<file path="config.mk">
export PLATFORM = sky130hd
export DESIGN_NAME = reload_timer
export DESIGN_NICKNAME = d
export VERILOG_FILES = /design/src/rtl/rtim_pkg.sv /design/src/rtl/rtim_regs.sv /design/src/rtl/rtim_core.sv /design/src/rtl/reload_timer.sv
export SDC_FILE = /design/constraint.sdc
export NUM_CORES = 1
export LEC_CHECK = 0
export ABC_AREA = 1
export CAP_MARGIN = 20
export CELL_PAD_IN_SITES_DETAIL_PLACEMENT = 1
export CELL_PAD_IN_SITES_GLOBAL_PLACEMENT = 2
export CORE_ASPECT_RATIO = 2
export CORE_MARGIN = 2
export CORE_UTILIZATION = 27
export CTS_CLUSTER_SIZE = 30
export DETAILED_ROUTE_END_ITERATION = 10
export PLACE_DENSITY_LB_ADDON = 0.1
export SLEW_MARGIN = 20
export SYNTH_ARGS = -nofsm -noshare
export SYNTH_HDL_FRONTEND = slang
export SYNTH_SLANG_ARGS = --single-unit
</file>
<file path="constraint.sdc">
create_clock -name clk -period 1.8 [get_ports clk]
set_clock_uncertainty 0.2 [all_clocks]
set_input_delay 0.36 -clock clk [delete_from_list [all_inputs] [get_ports clk]]
set_output_delay 0.36 -clock clk [all_outputs]
set_load 0.01 [all_outputs]
</file>
<file path="src/rtl/rtim_pkg.sv">
package rtim_pkg;
  typedef enum logic [1:0] {
    ST_STOP = 2'd0,
    ST_WAIT = 2'd1,
    ST_LOAD = 2'd2,
    ST_RUN  = 2'd3
  } rtim_state_e;

  localparam int CB_EN    = 0;
  localparam int CB_MODE  = 1;
  localparam int CB_IE    = 2;
  localparam int CB_FLAG  = 3;
  localparam int CB_TRIG  = 4;
  localparam int CB_EXTEN = 5;
endpackage

</file>
<file path="src/rtl/rtim_regs.sv">
module rtim_regs
  import rtim_pkg::*;
#(
  parameter int W = 16
) (
  input  logic         clk,
  input  logic         rst,
  input  logic         wr_en,
  input  logic         wr_sel,
  input  logic [W-1:0] wr_data,
  input  logic         ext_trig,
  input  logic         uf_pulse,
  output logic         en_eff,
  output logic         mode_q,
  output logic         trig,
  output logic [W-1:0] reload_q,
  output logic         flag_q,
  output logic         irq_q
);
  logic en_q, ie_q, exten_q, ext_q;
  logic ctrl_wr, ext_edge, flag_nxt, ie_nxt;

  assign ctrl_wr  = wr_en && !wr_sel;
  assign en_eff   = ctrl_wr ? wr_data[CB_EN] : en_q;
  assign ext_edge = ext_trig && !ext_q;
  assign trig     = (ctrl_wr && wr_data[CB_TRIG]) || (exten_q && ext_edge);
  assign ie_nxt   = ctrl_wr ? wr_data[CB_IE] : ie_q;

  always_comb begin
    flag_nxt = flag_q;
    if (ctrl_wr && !wr_data[CB_FLAG]) flag_nxt = 1'b0;
    if (uf_pulse) flag_nxt = 1'b1;
  end

  always_ff @(posedge clk) begin
    if (rst) begin
      en_q     <= 1'b0;
      mode_q   <= 1'b0;
      ie_q     <= 1'b0;
      exten_q  <= 1'b0;
      ext_q    <= 1'b0;
      reload_q <= '0;
      flag_q   <= 1'b0;
      irq_q    <= 1'b0;
    end else begin
      ext_q  <= ext_trig;
      flag_q <= flag_nxt;
      irq_q  <= flag_nxt && ie_nxt;
      ie_q   <= ie_nxt;
      en_q   <= en_eff;
      if (ctrl_wr) begin
        mode_q  <= wr_data[CB_MODE];
        exten_q <= wr_data[CB_EXTEN];
      end
      if (wr_en && wr_sel) reload_q <= wr_data;
    end
  end

  AST_FLAG_STICKY: assert property (@(posedge clk) disable iff (rst)
    (flag_q && !ctrl_wr) |=> flag_q);
  AST_IRQ_GATE: assert property (@(posedge clk) disable iff (rst)
    irq_q == (flag_q && ie_q));
  AST_EXT_MASKED: assert property (@(posedge clk) disable iff (rst)
    (!exten_q && !ctrl_wr) |-> !trig);
endmodule

</file>
<file path="src/rtl/rtim_core.sv">
module rtim_core
  import rtim_pkg::*;
#(
  parameter int W = 16
) (
  input  logic         clk,
  input  logic         rst,
  input  logic         tick,
  input  logic         en,
  input  logic         mode,
  input  logic         trig,
  input  logic [W-1:0] reload,
  output logic [W-1:0] cnt_q,
  output rtim_state_e  st_q,
  output logic         uf_pulse
);
  localparam logic [W-1:0] ZERO = '0;
  rtim_state_e st_nxt;
  logic do_load, do_dec;

  assign do_load  = en && (st_q == ST_LOAD) && tick && !trig;
  assign do_dec   = en && (st_q == ST_RUN) && tick;
  assign uf_pulse = do_dec && (cnt_q == ZERO);

  always_comb begin
    st_nxt = st_q;
    if (!en) st_nxt = ST_STOP;
    else begin
      unique case (st_q)
        ST_STOP, ST_WAIT: st_nxt = trig ? ST_LOAD : ST_WAIT;
        ST_LOAD:          st_nxt = (tick && !trig) ? ST_RUN : ST_LOAD;
        ST_RUN: begin
          if (trig)          st_nxt = ST_LOAD;
          else if (uf_pulse) st_nxt = mode ? ST_LOAD : ST_WAIT;
          else               st_nxt = ST_RUN;
        end
        default:           st_nxt = ST_STOP;
      endcase
    end
  end

  always_ff @(posedge clk) begin
    if (rst) begin
      st_q  <= ST_STOP;
      cnt_q <= '0;
    end else begin
      st_q <= st_nxt;
      if (do_load)     cnt_q <= reload;
      else if (do_dec) cnt_q <= cnt_q - 1'b1;
    end
  end

  AST_STOP_ON_DISABLE: assert property (@(posedge clk) disable iff (rst)
    !en |=> st_q == ST_STOP);
  AST_IDLE_HOLDS: assert property (@(posedge clk) disable iff (rst)
    (st_q == ST_STOP || st_q == ST_WAIT) |=> cnt_q == $past(cnt_q));
  AST_LOAD_COPIES: assert property (@(posedge clk) disable iff (rst)
    (en && st_q == ST_LOAD && tick && !trig) |=> (cnt_q == $past(reload) && st_q == ST_RUN));
  AST_RUN_STEP: assert property (@(posedge clk) disable iff (rst)
    (en && st_q == ST_RUN && tick) |=> cnt_q == $past(cnt_q) - 1'b1);
  AST_ONESHOT_END: assert property (@(posedge clk) disable iff (rst)
    (en && st_q == ST_RUN && tick && cnt_q == ZERO && !trig && !mode) |=> st_q == ST_WAIT);
  AST_TRIG_LOADS: assert property (@(posedge clk) disable iff (rst)
    (en && trig) |=> st_q == ST_LOAD);
endmodule

</file>
<file path="src/rtl/reload_timer.sv">
module reload_timer
  import rtim_pkg::*;
#(
  parameter int CNT_W = 16
) (
  input  logic             clk,
  input  logic             rst,
  input  logic             tick,
  input  logic             ext_trig,
  input  logic             wr_en,
  input  logic             wr_sel,
  input  logic [CNT_W-1:0] wr_data,
  output logic [CNT_W-1:0] count,
  output logic [1:0]       state,
  output logic             uflow,
  output logic             irq
);
  logic en_eff, mode_q, trig, uf_pulse;
  logic [CNT_W-1:0] reload_q;
  rtim_state_e st_q;

  rtim_regs #(.W(CNT_W)) u_regs (
    .clk(clk), .rst(rst), .wr_en(wr_en), .wr_sel(wr_sel), .wr_data(wr_data),
    .ext_trig(ext_trig), .uf_pulse(uf_pulse), .en_eff(en_eff), .mode_q(mode_q),
    .trig(trig), .reload_q(reload_q), .flag_q(uflow), .irq_q(irq)
  );

  rtim_core #(.W(CNT_W)) u_core (
    .clk(clk), .rst(rst), .tick(tick), .en(en_eff), .mode(mode_q), .trig(trig),
    .reload(reload_q), .cnt_q(count), .st_q(st_q), .uf_pulse(uf_pulse)
  );

  assign state = st_q;

  AST_UNDERFLOW_FLAGS: assert property (@(posedge clk) disable iff (rst)
    uf_pulse |=> (uflow && count == '1));
endmodule

</file>
==> flow_summary.yaml <==
global_routing:
  grt_pass1_wl_um: 11800
  gr-total-overflow: 0
  grt_usage_pct: 18.3
  antenna_found_initial: 0
  grt_pass1_vias: 2376
  grt_max_degree: 17
placement:
  dp_hpwl_um: 5880
  port_buffers: 41
  dpl_cell_area_mm2: 0.00285
  dp_cells: 485
  gp_congestion: 0.845
setup_path:
  path_delay_family: "buffers and inverters"
  crit_chain: "clkdlybuf4s50_1"
  r2r_end: "u_core.cnt_q[15]$_SDFFE_PP0P_"
  end_kind: "output port"
  crit_buf_inv: 1
  r2r-start: "u_core.cnt_q[3]$_SDFFE_PP0P_"
  crit_path_max_fanout: 4
  reg2reg_depth: 8
  critPathRequiredTime_ns: 1.24
  crit_type: "flop to output port"
  cpPeakStageDelay_ns: 0.54
  cp-startpoint: "u_core.cnt_q[6]$_SDFFE_PP0P_"
  cp.arrival_ns: 1.19
  rrSetupSlack_ns: 0.21
  crit_path_top_delay_cell: "clkdlybuf4s50_1"
  startpoint_type: "flop"
clocking:
  clock-sinks: 41
  clk_latency_ns: 0.29
  hold_buffers: 0
  numCtsBuffers: 5
  cts_tree: "yes"
  clkTransAtPathRegs_ns: 0.07
  cts_buffer_depth: 2
  htreeDepth: 2
  root_buffer: "clkbuf_16"
logic_synthesis:
  synth_fp_nets: 353
  yosysTopAreaCellShare_pct: 38.2
  synth_most_common_cell: "nor2_1"
  ys_ff_latch: 41
  syn-cell-area_mm2: 0.00215
  synth_edf_count: 0
  postSynth.asyncResetShare_pct: 0
  synth_top_flop_cell: "dfxtp_1"
  avgSynthCellArea_um2: 6.53
  ys_top_cells_by_count: "nor2_1, nand2_1, dfxtp_1, nand3_1, inv_1"
  synth_warnings: 0
  synth_cell_type_count: 26
  yosysTopAreaCell: "dfxtp_1"
  synthTopCellsByArea: "dfxtp_1, nor2_1, nand2_1"
  synthesis.instances: 329
  seq_area_frac_synth_pct: 38.2
worst_hold_path:
  hold_start: "u_regs.reload_q[12]$_SDFFE_PP0P_"
  hold_depth: 2
  hold_end: "u_regs.reload_q[12]$_SDFFE_PP0P_"
  worstHoldPathType: "flop to flop"
timing:
  setup_violations: 0
  min_period_ns: 1.75
  finalHoldViolCount: 0
  rsz0062_at_grt: "false"
  period_share_pct: 97.3
  fmax_mhz: 571
  slew-limit-headroom_pct: 79.1
  tightest_slew_ns: 0.312
  slew_viol_final: 0
power_and_ir_drop:
  peakVddDrop_mv: 0.464
  p_per_area_mw_per_mm2: 715
  p_leak_uw: 0.00170
finish:
  stdcell_area_mm2: 0.00316
  syn_to_final_growth_pct: 47.1
  fin_util_pct: 40.4
  drive_gt1_share_pct: 20.1
  final_cells: 495
  antennaDiodeCount: 0
  fillers: 1028
  nets: 422
floorplan:
  die_h_um: 130
  ios: 42
  start_util_pct: 27.4
  die_area_mm2: 0.00872
  rows: 46
  dieWidth_um: 67.1
  core_mm2: 0.00783
drt:
  ant_nets: 0
  routed_via_density: 4.65
  remaining_drc_errors: 0
  wire_per_inst_um: 14.9
  via_count: 2303
  drt_iter0_markers: 65
  routed_wl_um: 7400
  dr.pass1.iters: 4
run:
  cap_viol_max_count: 0
outcome:
  status: "finished clean"
## per-stage QoR
step           worst slack (ns)  hold slack [ns]  power, uW  TNS, ns
2_1_floorplan             0.267            0.248       1090        0
3_3_place_gp             -0.343            0.270       1220    -5.38
3_5_place_dp             -0.370            0.273       1230    -6.08
4_1_cts                0.000905            0.290       2300        0
5_1_grt                  0.0112            0.305       2370        0
6_report                 0.0484            0.281       2260        0
## layout by cell type (no fill, tap or decap), types with 5 or more instances in the layout
| cell | n |
|---|---|
| nor2_1 | 70 |
| nand2_1 | 61 |
| nand3_1 | 36 |
| inv_1 | 35 |
| dfxtp_1 | 29 |
| o21ai_0 | 25 |
| buf_4 | 23 |
| clkdlybuf4s50_1 | 21 |
| a21oi_1 | 12 |
| dlymetal6s2s_1 | 12 |
| dfxtp_2 | 12 |
| dlygate4sd2_1 | 8 |
| nor2_2 | 7 |
| nand3_2 | 5 |
| clkbuf_16 | 5 |
## worst max-delay path by stage
stage                                    end  slack (ns)  cells past startpoint
6_report                            count[6]        0.05                      1
5_1_grt         u_core.cnt_q[9]$_SDFFE_PP0P_        0.01                     10
4_1_cts                             count[5]      0.0009                      1
3_5_place_dp    u_core.cnt_q[9]$_SDFFE_PP0P_       -0.37                     11
3_3_place_gp    u_core.cnt_q[8]$_SDFFE_PP0P_       -0.34                     11
2_1_floorplan  u_core.cnt_q[10]$_SDFFE_PP0P_        0.27                     10
## flip-flops by register name, indices dropped and copies added, names as in the netlist
| name | count |
|---|---|
| u_core.cnt_q | 16 |
| u_regs.reload_q | 16 |
| u_core.st_q | 2 |
| u_regs.en_q | 1 |
| u_regs.ext_q | 1 |
| u_regs.exten_q | 1 |
| u_regs.flag_q | 1 |
| u_regs.ie_q | 1 |
| u_regs.irq_q | 1 |
| u_regs.mode_q | 1 |
## layer usage
metal	GRT usage, %	part of all wire (%)
met1	20.6	41
met2	33.3	54
met3	3.02	2.3
met4	7.32	2.3
met5	0	0
## power breakdown
part / switching (uW) / total (uW) / internal, uW
combinational: 129 / 251 / 122
sequential: 20.7 / 963 / 942
clock: 389 / 1050 / 657
total: 539 / 2260 / 1720
## cell type report
type | instances | area (um^2) | area share (%)
Timing Repair Buffer | 71 | 703 | 22.3
Multi-Input combinational cell | 241 | 1180 | 37.5
Inverter | 38 | 145 | 4.59
Clock inverter | 3 | 46.3 | 1.47
Tap cell | 96 | 120 | 3.80
Clock buffer | 5 | 125 | 3.96
Sequential cell | 41 | 836 | 26.5
## logic make-up after synthesis
| group | Yosys count | share of synthesized area (%) |
|---|---|---|
| DFF | 41 | 38.2 |
| and+or+nand+nor | 196 | 40.3 |
| adders and majority gates | 2 | 1.17 |
| AOI/OAI and AO/OA | 43 | 10.7 |
| buffers and inverters | 47 | 9.62 |
## repair_timing
item                                    in CTS  in global routing
resized for setup                           28                 29
gates cloned                                 0                  0
pin swaps                                    2                  9
endpoints found under the setup margin      29                 25
setup buffers                                0                  2
No activity file was read; power rests on OpenSTA's default activity.
